`config.mk`:
```
export PLATFORM = sky130hd
export DESIGN_NAME = ioint_regs
export DESIGN_NICKNAME = d
export VERILOG_FILES = /design/src/rtl/ioint_pkg.sv /design/src/rtl/ioint_bus_dec.sv /design/src/rtl/ioint_ctl_regs.sv /design/src/rtl/ioint_entry.sv /design/src/rtl/ioint_rd_mux.sv /design/src/rtl/ioint_regs.sv
export SDC_FILE = /design/constraint.sdc
export NUM_CORES = 2
export LEC_CHECK = 0
export BUFFER_PORTS_ARGS = -buffer_cell sky130_fd_sc_hd__buf_2
export CAP_MARGIN = 10
export CELL_PAD_IN_SITES_DETAIL_PLACEMENT = 0
export CELL_PAD_IN_SITES_GLOBAL_PLACEMENT = 1
export CORE_AREA = 3 3 665 667
export CTS_CLUSTER_DIAMETER = 80
export DETAILED_ROUTE_END_ITERATION = 8
export DIE_AREA = 0 0 668 670
export PLACE_DENSITY_LB_ADDON = 0.1
export SKIP_LAST_GASP = 1
export SYNTH_ARGS = -nofsm -noshare
export SYNTH_HDL_FRONTEND = slang
export SYNTH_SLANG_ARGS = --single-unit
```
`constraint.sdc`:
```
create_clock -name clk -period 3.79 [get_ports clk]
set_input_delay 0.379 -clock clk [delete_from_list [all_inputs] [get_ports clk]]
set_output_delay 0.379 -clock clk [all_outputs]
set_load 0.03 [all_outputs]
```
`src/rtl/ioint_pkg.sv`:
```
// Package: shared constants for the indirect interrupt register file.
// Assumes entry fields at fixed bit positions that delivery logic decodes.
package ioint_pkg;
    localparam logic [7:0] OFS_SEL  = 8'h00;
    localparam logic [7:0] OFS_WIN  = 8'h10;
    localparam logic [7:0] SEL_ID   = 8'h00;
    localparam logic [7:0] SEL_VER  = 8'h01;
    localparam logic [7:0] SEL_ARB  = 8'h02;
    localparam logic [7:0] SEL_TBL  = 8'h10;
    localparam logic [7:0] VER_CODE = 8'h11;
    localparam int ENT_W   = 64;
    localparam int RIRR_B  = 14;
    localparam int MASK_B  = 16;
    localparam int ID_LO   = 24;
    localparam int ID_W    = 4;

    // Read source chosen by the decoder for a window read.
    typedef enum logic [1:0] {
        RK_ZERO = 2'd0,
        RK_ID   = 2'd1,
        RK_VER  = 2'd2,
        RK_TBL  = 2'd3
    } rd_kind_e;
endpackage

```
`src/rtl/ioint_bus_dec.sv`:
```
// Module: ioint_bus_dec
// Decodes bus offset and current select value into per-register write
// strobes and a window read source. Assumes NPINS <= 120 so every entry
// index fits a select byte.
module ioint_bus_dec
    import ioint_pkg::*;
#(
    parameter int NPINS = 24
) (
    input  logic             bus_wr_i,
    input  logic [7:0]       bus_addr_i,
    input  logic [7:0]       sel_i,
    output logic             sel_we_o,
    output logic             id_we_o,
    output logic [NPINS-1:0] wr_lo_o,
    output logic [NPINS-1:0] wr_hi_o,
    output rd_kind_e         rd_kind_o,
    output logic [6:0]       idx_o
);
    logic win_wr;
    logic tbl_sel;
    logic idx_ok;

    // Offset decode and entry index extraction.
    always_comb begin
        win_wr   = bus_wr_i && (bus_addr_i == OFS_WIN);
        sel_we_o = bus_wr_i && (bus_addr_i == OFS_SEL);
        id_we_o  = win_wr && (sel_i == SEL_ID);
        tbl_sel  = (sel_i >= SEL_TBL);
        idx_o    = sel_i[7:1] - 7'd8;
        idx_ok   = tbl_sel && (idx_o < 7'(NPINS));
    end

    // Window read source selection.
    always_comb begin
        if (sel_i == SEL_ID || sel_i == SEL_ARB) rd_kind_o = RK_ID;
        else if (sel_i == SEL_VER)               rd_kind_o = RK_VER;
        else if (idx_ok)                         rd_kind_o = RK_TBL;
        else                                     rd_kind_o = RK_ZERO;
    end

    // One strobe pair per entry.
    for (genvar n = 0; n < NPINS; n++) begin : g_strb
        assign wr_lo_o[n] = win_wr && idx_ok && (idx_o == 7'(n)) && !sel_i[0];
        assign wr_hi_o[n] = win_wr && idx_ok && (idx_o == 7'(n)) &&  sel_i[0];
    end

    // at most one half of one in-range entry is written per cycle.
    always_comb begin
        a_r5_one_strobe: assert ($onehot0({wr_lo_o, wr_hi_o}));
    end
endmodule

```
`src/rtl/ioint_ctl_regs.sv`:
```
// Module: ioint_ctl_regs
// Holds the select register, the 4-bit ID and the pending-request register.
// Assumes write strobes come pre-decoded from ioint_bus_dec.
module ioint_ctl_regs
    import ioint_pkg::*;
#(
    parameter int NPINS = 24
) (
    input  logic             clk,
    input  logic             rst_n,
    input  logic             sel_we_i,
    input  logic             id_we_i,
    input  logic [7:0]       sel_wdata_i,
    input  logic [ID_W-1:0]  id_wdata_i,
    input  logic [NPINS-1:0] req_i,
    output logic [7:0]       sel_o,
    output logic [ID_W-1:0]  id_o,
    output logic [NPINS-1:0] pend_o
);
    // Select and ID storage.
    always_ff @(posedge clk) begin
        if (!rst_n) begin
            sel_o <= '0;
            id_o  <= '0;
        end else begin
            if (sel_we_i) sel_o <= sel_wdata_i;
            if (id_we_i)  id_o  <= id_wdata_i;
        end
    end

    // Pending-request capture.
    always_ff @(posedge clk) begin
        if (!rst_n) pend_o <= '0;
        else        pend_o <= req_i;
    end

    // select only moves on its own write.
    a_r1_sel_hold: assert property (@(posedge clk) disable iff (!rst_n)
        !sel_we_i |=> $stable(sel_o));
    // ID only moves on its own write.
    a_r3_id_hold: assert property (@(posedge clk) disable iff (!rst_n)
        !id_we_i |=> $stable(id_o));
endmodule

```
`src/rtl/ioint_entry.sv`:
```
// Module: ioint_entry
// One 64-bit routing entry. It updates by halves, owns the remote-pending
// flag and flags a mask change. Assumes wr_lo and wr_hi are never both set.
module ioint_entry
    import ioint_pkg::*;
(
    input  logic             clk,
    input  logic             rst_n,
    input  logic             wr_lo_i,
    input  logic             wr_hi_i,
    input  logic [31:0]      wdata_i,
    input  logic             rirr_set_i,
    output logic [ENT_W-1:0] ent_o,
    output logic             mchg_o
);
    // Entry storage: clear before set on remote-pending.
    always_ff @(posedge clk) begin
        if (!rst_n) begin
            ent_o  <= ENT_W'(1) << MASK_B;
            mchg_o <= 1'b0;
        end else begin
            mchg_o <= 1'b0;
            if (wr_lo_i) begin
                ent_o[31:0]    <= wdata_i;
                ent_o[RIRR_B]  <= 1'b0;
                mchg_o         <= (wdata_i[MASK_B] != ent_o[MASK_B]);
            end
            if (wr_hi_i) ent_o[63:32] <= wdata_i;
            if (rirr_set_i) ent_o[RIRR_B] <= 1'b1;
        end
    end

    // low write without set leaves remote-pending clear.
    a_r6_lo_clears: assert property (@(posedge clk) disable iff (!rst_n)
        (wr_lo_i && !rirr_set_i) |=> !ent_o[RIRR_B]);
    // a set always lands, even against a low write.
    a_r6_set_wins: assert property (@(posedge clk) disable iff (!rst_n)
        rirr_set_i |=> ent_o[RIRR_B]);
    // with neither source, the flag holds.
    a_r6_flag_hold: assert property (@(posedge clk) disable iff (!rst_n)
        (!wr_lo_i && !rirr_set_i) |=> $stable(ent_o[RIRR_B]));
    // a high write keeps the low word.
    a_r4_hi_keeps_lo: assert property (@(posedge clk) disable iff (!rst_n)
        (wr_hi_i && !rirr_set_i) |=> $stable(ent_o[31:0]));
    // a change flag means the mask really moved.
    a_r8_real_change: assert property (@(posedge clk) disable iff (!rst_n)
        mchg_o |-> (ent_o[MASK_B] != $past(ent_o[MASK_B])));
endmodule

```
`src/rtl/ioint_rd_mux.sv`:
```
// Module: ioint_rd_mux
// Forms the read word for the current offset and select and registers it on
// a read strobe. Assumes the decoder has already range-checked the index.
module ioint_rd_mux
    import ioint_pkg::*;
#(
    parameter int NPINS = 24
) (
    input  logic                   clk,
    input  logic                   rst_n,
    input  logic                   bus_rd_i,
    input  logic [7:0]             bus_addr_i,
    input  logic [7:0]             sel_i,
    input  logic [ID_W-1:0]        id_i,
    input  rd_kind_e               rd_kind_i,
    input  logic [6:0]             idx_i,
    input  logic [NPINS*ENT_W-1:0] tbl_i,
    output logic [31:0]            rdata_o
);
    localparam logic [7:0] MAXPIN = 8'(NPINS - 1);

    logic [ENT_W-1:0] ent_pick;
    logic [31:0]      win_word;
    logic [31:0]      rd_word;

    // Entry selection by index.
    always_comb begin
        ent_pick = '0;
        for (int n = 0; n < NPINS; n++) begin
            if (idx_i == 7'(n)) ent_pick = tbl_i[n*ENT_W +: ENT_W];
        end
    end

    // Window word by source kind.
    always_comb begin
        unique case (rd_kind_i)
            RK_ID:   win_word = 32'(id_i) << ID_LO;
            RK_VER:  win_word = {8'h00, MAXPIN, 8'h00, VER_CODE};
            RK_TBL:  win_word = sel_i[0] ? ent_pick[63:32] : ent_pick[31:0];
            default: win_word = '0;
        endcase
    end

    // Offset decode for reads.
    always_comb begin
        if (bus_addr_i == OFS_SEL)      rd_word = {24'h0, sel_i};
        else if (bus_addr_i == OFS_WIN) rd_word = win_word;
        else                            rd_word = '0;
    end

    // Read data register.
    always_ff @(posedge clk) begin
        if (!rst_n)        rdata_o <= '0;
        else if (bus_rd_i) rdata_o <= rd_word;
    end

    // read data holds between reads.
    a_r11_rdata_hold: assert property (@(posedge clk) disable iff (!rst_n)
        !bus_rd_i |=> $stable(rdata_o));
endmodule

```
`src/rtl/ioint_regs.sv`:
```
// Module: ioint_regs (top)
// Indirectly addressed interrupt routing register file. It ties the decoder,
// control registers, per-pin entries and read path together, and encodes
// the mask-change notification. Assumes 1 <= NPINS <= 120 and single-cycle
// bus strobes.
module ioint_regs
    import ioint_pkg::*;
#(
    parameter int NPINS = 24,
    localparam int PINW = (NPINS > 1) ? $clog2(NPINS) : 1
) (
    input  logic                   clk,
    input  logic                   rst_n,
    input  logic                   bus_wr_i,
    input  logic                   bus_rd_i,
    input  logic [7:0]             bus_addr_i,
    input  logic [31:0]            bus_wdata_i,
    output logic [31:0]            rdata_o,
    input  logic [NPINS-1:0]       rirr_set_i,
    input  logic [NPINS-1:0]       req_i,
    output logic [NPINS-1:0]       pend_o,
    output logic [NPINS*ENT_W-1:0] tbl_o,
    output logic                   mchg_valid_o,
    output logic [PINW-1:0]        mchg_pin_o,
    output logic                   mchg_mask_o
);
    logic [7:0]       sel;
    logic [ID_W-1:0]  id;
    logic             sel_we;
    logic             id_we;
    logic [NPINS-1:0] wr_lo;
    logic [NPINS-1:0] wr_hi;
    logic [NPINS-1:0] chg;
    rd_kind_e         rd_kind;
    logic [6:0]       idx;

    initial begin
        a_npins_range: assert (NPINS >= 1 && NPINS <= 120);
    end

    ioint_bus_dec #(.NPINS(NPINS)) u_dec (
        .bus_wr_i  (bus_wr_i),
        .bus_addr_i(bus_addr_i),
        .sel_i     (sel),
        .sel_we_o  (sel_we),
        .id_we_o   (id_we),
        .wr_lo_o   (wr_lo),
        .wr_hi_o   (wr_hi),
        .rd_kind_o (rd_kind),
        .idx_o     (idx)
    );

    ioint_ctl_regs #(.NPINS(NPINS)) u_ctl (
        .clk        (clk),
        .rst_n      (rst_n),
        .sel_we_i   (sel_we),
        .id_we_i    (id_we),
        .sel_wdata_i(bus_wdata_i[7:0]),
        .id_wdata_i (bus_wdata_i[ID_LO +: ID_W]),
        .req_i      (req_i),
        .sel_o      (sel),
        .id_o       (id),
        .pend_o     (pend_o)
    );

    for (genvar n = 0; n < NPINS; n++) begin : g_ent
        ioint_entry u_ent (
            .clk       (clk),
            .rst_n     (rst_n),
            .wr_lo_i   (wr_lo[n]),
            .wr_hi_i   (wr_hi[n]),
            .wdata_i   (bus_wdata_i),
            .rirr_set_i(rirr_set_i[n]),
            .ent_o     (tbl_o[n*ENT_W +: ENT_W]),
            .mchg_o    (chg[n])
        );
    end

    ioint_rd_mux #(.NPINS(NPINS)) u_rd (
        .clk       (clk),
        .rst_n     (rst_n),
        .bus_rd_i  (bus_rd_i),
        .bus_addr_i(bus_addr_i),
        .sel_i     (sel),
        .id_i      (id),
        .rd_kind_i (rd_kind),
        .idx_i     (idx),
        .tbl_i     (tbl_o),
        .rdata_o   (rdata_o)
    );

    // Notification encode: at most one entry flags per cycle.
    always_comb begin
        mchg_valid_o = |chg;
        mchg_pin_o   = '0;
        mchg_mask_o  = 1'b0;
        for (int n = 0; n < NPINS; n++) begin
            if (chg[n]) begin
                mchg_pin_o  = PINW'(n);
                mchg_mask_o = tbl_o[n*ENT_W + MASK_B];
            end
        end
    end

    // notification from one entry at a time.
    a_r8_single_source: assert property (@(posedge clk) disable iff (!rst_n)
        $onehot0(chg));
    // a notification lasts one cycle when no write follows.
    a_r8_one_cycle: assert property (@(posedge clk) disable iff (!rst_n)
        (mchg_valid_o && !bus_wr_i) |=> !mchg_valid_o);
    // pending follows request with one cycle of delay.
    a_r10_pend_follow: assert property (@(posedge clk) disable iff (!rst_n)
        1'b1 |=> (pend_o == $past(req_i)));
endmodule

```
==> insert_results.sql <==
INSERT INTO impl_metrics (metric_group, metric, value, unit) VALUES
('die', 'starting_density_of_the_core', '0.156', ''),
('logic_synthesis', 'synth_enable_flop_cells', '0', ''),
('finish', 'layout-drive-gt1-share', '0.279', ''),
('global_routing', 'grtUsageTotal', '0.326', ''),
('sta', 'post-route-min-period', '3930', 'ps'),
('critical_path', 'path_class', 'flip-flop to flip-flop', ''),
('power_and_ir_drop', 'internal_power', '30.7', 'mW'),
('sta', 'maxSlewHeadroom', '0.00838', ''),
('min_path', 'min_from', 'bus_wdata_i[30]', ''),
('placed_design', 'pre_cts_ws', '-835', 'ps'),
('die', 'die_height', '670', 'um'),
('finish', 'finalNetCount', '11037', ''),
('logic_synthesis', 'async_flop_share', '0', ''),
('sta', 'finalHoldWorstSlack', '33.3', 'ps'),
('min_path', 'hold_depth', '3', ''),
('sta', 'post-route-period-util', '1.04', ''),
('routing', 'via_per_inst', '4.92', ''),
('logic_synthesis', 'ys_types', '88', ''),
('logic_synthesis', 'synth_flop_cell', 'sky130_fd_sc_hd__dfxtp_1', ''),
('finish', 'layout_commonest_cell', 'sky130_fd_sc_hd__nand2_1', ''),
('placed_design', 'post_dp_cell_area', '89600', 'um2'),
('critical_path', 'worst_r2r_endpoint', 'u_rd.rdata_o[2]', ''),
('global_routing', 'grt_antenna_before_repair', '85', ''),
('critical_path', 'reg2regPathDepth', '15', ''),
('clock_network', 'clk-insertion-delay-late', '1020', 'ps'),
('routing', 'postRouteWirelength', '764000', 'um'),
('logic_synthesis', 'syn_area_per_cell', '7.53', 'um2'),
('routing', 'final_antenna_net_count', '0', ''),
('routing', 'drtIter0Drc', '10313', ''),
('status', 'outcome', 'complete, but fails checks', ''),
('finish', 'number_of_filler_cells_placed_in_the_layout', '48456', ''),
('sta', 'finalSetupViolations', '5', ''),
('logic_synthesis', 'synth.cell_area', '68300', 'um2'),
('power_and_ir_drop', 'ir_worst_vdd', '0.419', 'mV'),
('critical_path', 'endpoint_kind', 'flip-flop', ''),
('global_routing', 'grt_start_max_net_pins', '198', ''),
('finish', 'final_core_utilization', '0.227', ''),
('critical_path', 'required', '4640', 'ps'),
('critical_path', 'critPathMostFrequentCell', 'sky130_fd_sc_hd__buf_4', ''),
('critical_path', 'timing.critical_path.from_type', 'flip-flop', ''),
('sta', 'final.setup.tns', '-254', 'ps'),
('routing', 'detailedRoute.firstPassIterationCount', '8', ''),
('status', 'failed_checks', 'setup timing', ''),
('power_and_ir_drop', 'clock_power_share', '0.556', ''),
('clock_network', 'cts.reportedPaths.clkPinSlew', '60', 'ps'),
('power_and_ir_drop', 'power.switching', '11.0', 'mW'),
('clock_network', 'cts_tree', 'done', ''),
('die', 'fp.dieW', '668', 'um'),
('finish', 'stdcell_area', '99100', 'um2'),
('clock_network', 'htree_num_levels', '4', ''),
('die', 'design.die.area', '448000', 'um2'),
('sta', 'fmaxAchievable', '0.254', 'GHz'),
('routing', 'route.detailed.wl_per_inst', '45.1', 'um'),
('sta', 'setup_slack', '-143', 'ps'),
('routing', 'remaining_drc_errors', '0', ''),
('power_and_ir_drop', 'p_comb_frac', '0.033', ''),
('clock_network', 'max_root_sink_buffers', '4', ''),
('power_and_ir_drop', 'power.density', '421', 'nW/um2'),
('sta', 'report.final.slew_viol_count', '0', ''),
('logic_synthesis', 'synthesis.nets', '9153', ''),
('placed_design', 'placed_insts', '16340', ''),
('power_and_ir_drop', 'power.share.switching', '0.265', ''),
('logic_synthesis', 'synth_seq_cells', '1628', ''),
('power_and_ir_drop', 'report.power.total', '41.7', 'mW'),
('die', 'design.portCount', '1691', ''),
('power_and_ir_drop', 'static-leakage-power', '38.4', 'nW'),
('clock_network', 'clock_sinks', '1628', ''),
('sta', 'worst_pin_slew', '1490', 'ps'),
('critical_path', 'cp_slowest_stage_delay', '1150', 'ps'),
('clock_network', 'cts_inserted_buffers', '234', ''),
('placed_design', 'io_buffer_count', '1690', '');
metal layers:
metal  track usage  up-vias  share of wire  wire [um]
li1              -    34791              -          -
met1         0.391    42924           0.39     299000
met2         0.524     4682           0.45     347000
met3        0.0689     1012          0.075      57200
met4         0.217        4          0.079      60700
met5             0        -       0.000035         27
cell usage after synthesis, types with 22 or more instances:
library cell                count  area [um2]
sky130_fd_sc_hd__a22oi_1      181        1360
sky130_fd_sc_hd__buf_1         43         161
sky130_fd_sc_hd__o22ai_1       37         231
sky130_fd_sc_hd__nor3_1        69         345
sky130_fd_sc_hd__a21oi_1     1660        8310
sky130_fd_sc_hd__mux2i_1      101        1010
sky130_fd_sc_hd__o211ai_1      24         180
sky130_fd_sc_hd__dfxtp_1     1628       32600
sky130_fd_sc_hd__o21ai_0       98         490
sky130_fd_sc_hd__nand4_1       35         219
sky130_fd_sc_hd__a31oi_1       23         144
sky130_fd_sc_hd__buf_2        125         626
sky130_fd_sc_hd__xnor2_1       25         219
sky130_fd_sc_hd__and3_1        22         138
sky130_fd_sc_hd__inv_1         25        93.8
sky130_fd_sc_hd__a211oi_1      25         188
sky130_fd_sc_hd__nor2_1       218         818
sky130_fd_sc_hd__nand2_1     3279       12300
sky130_fd_sc_hd__a2111oi_0     22         193
sky130_fd_sc_hd__o2bb2ai_1     37         324
sky130_fd_sc_hd__clkbuf_1     690        2590
sky130_fd_sc_hd__a22o_1        68         596
sky130_fd_sc_hd__nand3_1      124         621
sky130_fd_sc_hd__a221oi_1      86         753
sky130_fd_sc_hd__and2_1        35         219
sky130_fd_sc_hd__a222oi_1      48         480
worst max-delay path: cells and delay by family, from the launching register on:
kind | cells | cell delay [ps]
buffers and inverters | 6 | 980
AND/OR/NAND/NOR | 4 | 620
adder cells (fa/ha/maj) | 1 | 170
AO/OA/AOI/OAI | 4 | 1650
flip-flops | 1 | 320
area by class of cell:
cell class,count,area (um2),area share
Multi-Input combinational cell,6535,33600,0.339
Sequential cell,1628,32600,0.329
Timing Repair Buffer,2517,17700,0.178
Tap cell,5757,7200,0.0727
Clock buffer,350,6940,0.0701
Clock inverter,73,845,0.00852
Antenna cell,53,133,0.00134
Inverter,27,116,0.00117
flip-flops by register name (all words and copies together) (netlist names):
| signal | flops |
|---|---|
| u_ctl.id_o | 4 |
| u_rd.rdata_o | 32 |
| u_ctl.sel_o | 8 |
| g_ent.u_ent.ent_o | 1536 |
| u_ctl.pend_o | 24 |
| g_ent.u_ent.mchg_o | 24 |
worst max-delay path by stage:
stage,slack [ps],startpoint,end
2_1_floorplan,350,u_ctl.sel_o[4],g_ent[15].u_ent.ent_o[14]
3_3_place_gp,-870,u_ctl.sel_o[5],u_rd.rdata_o[21]
3_5_place_dp,-830,u_ctl.sel_o[5],u_rd.rdata_o[1]
4_1_cts,-140,u_ctl.sel_o[4],u_rd.rdata_o[1]
5_1_grt,-80,u_ctl.sel_o[4],u_rd.rdata_o[2]
6_report,-140,u_ctl.sel_o[4],u_rd.rdata_o[2]
logic make-up (layout without fill, tap and decap cells):
| logic type | after synthesis | after routing | share of synthesized area |
|---|---|---|---|
| simple gates | 3877 | 3877 | 0.226 |
| compound gates | 2491 | 2491 | 0.217 |
| flops | 1628 | 1628 | 0.477 |
| buf+inv | 896 | 2967 | 0.0524 |
| mux | 139 | 139 | 0.0239 |
| xor+xnor | 26 | 26 | 0.00334 |
| fa+ha+maj | 2 | 2 | 0.000367 |
| other cells | 0 | 53 | 0 |
repair_timing:
action	4_1_cts	5_1_grt
setup buffers	22	26
hold endpoints to repair	384	0
endpoints found under the setup margin	24	15
resized for setup	47	22
cloned	2	1
pin swaps	10	10
hold buffers	74	0
power groups by stage:
stage | Sequential [mW] | Clock [mW] | Combinational (mW)
floorplan | 17.6 | 0 | 0.499
global placement | 17.6 | 0 | 1.29
detailed placement | 17.6 | 0 | 1.29
CTS | 17.2 | 23.6 | 1.36
global route | 17.2 | 24.2 | 1.37
finish | 17.2 | 23.2 | 1.36
Power figures use the tool's default switching activity.
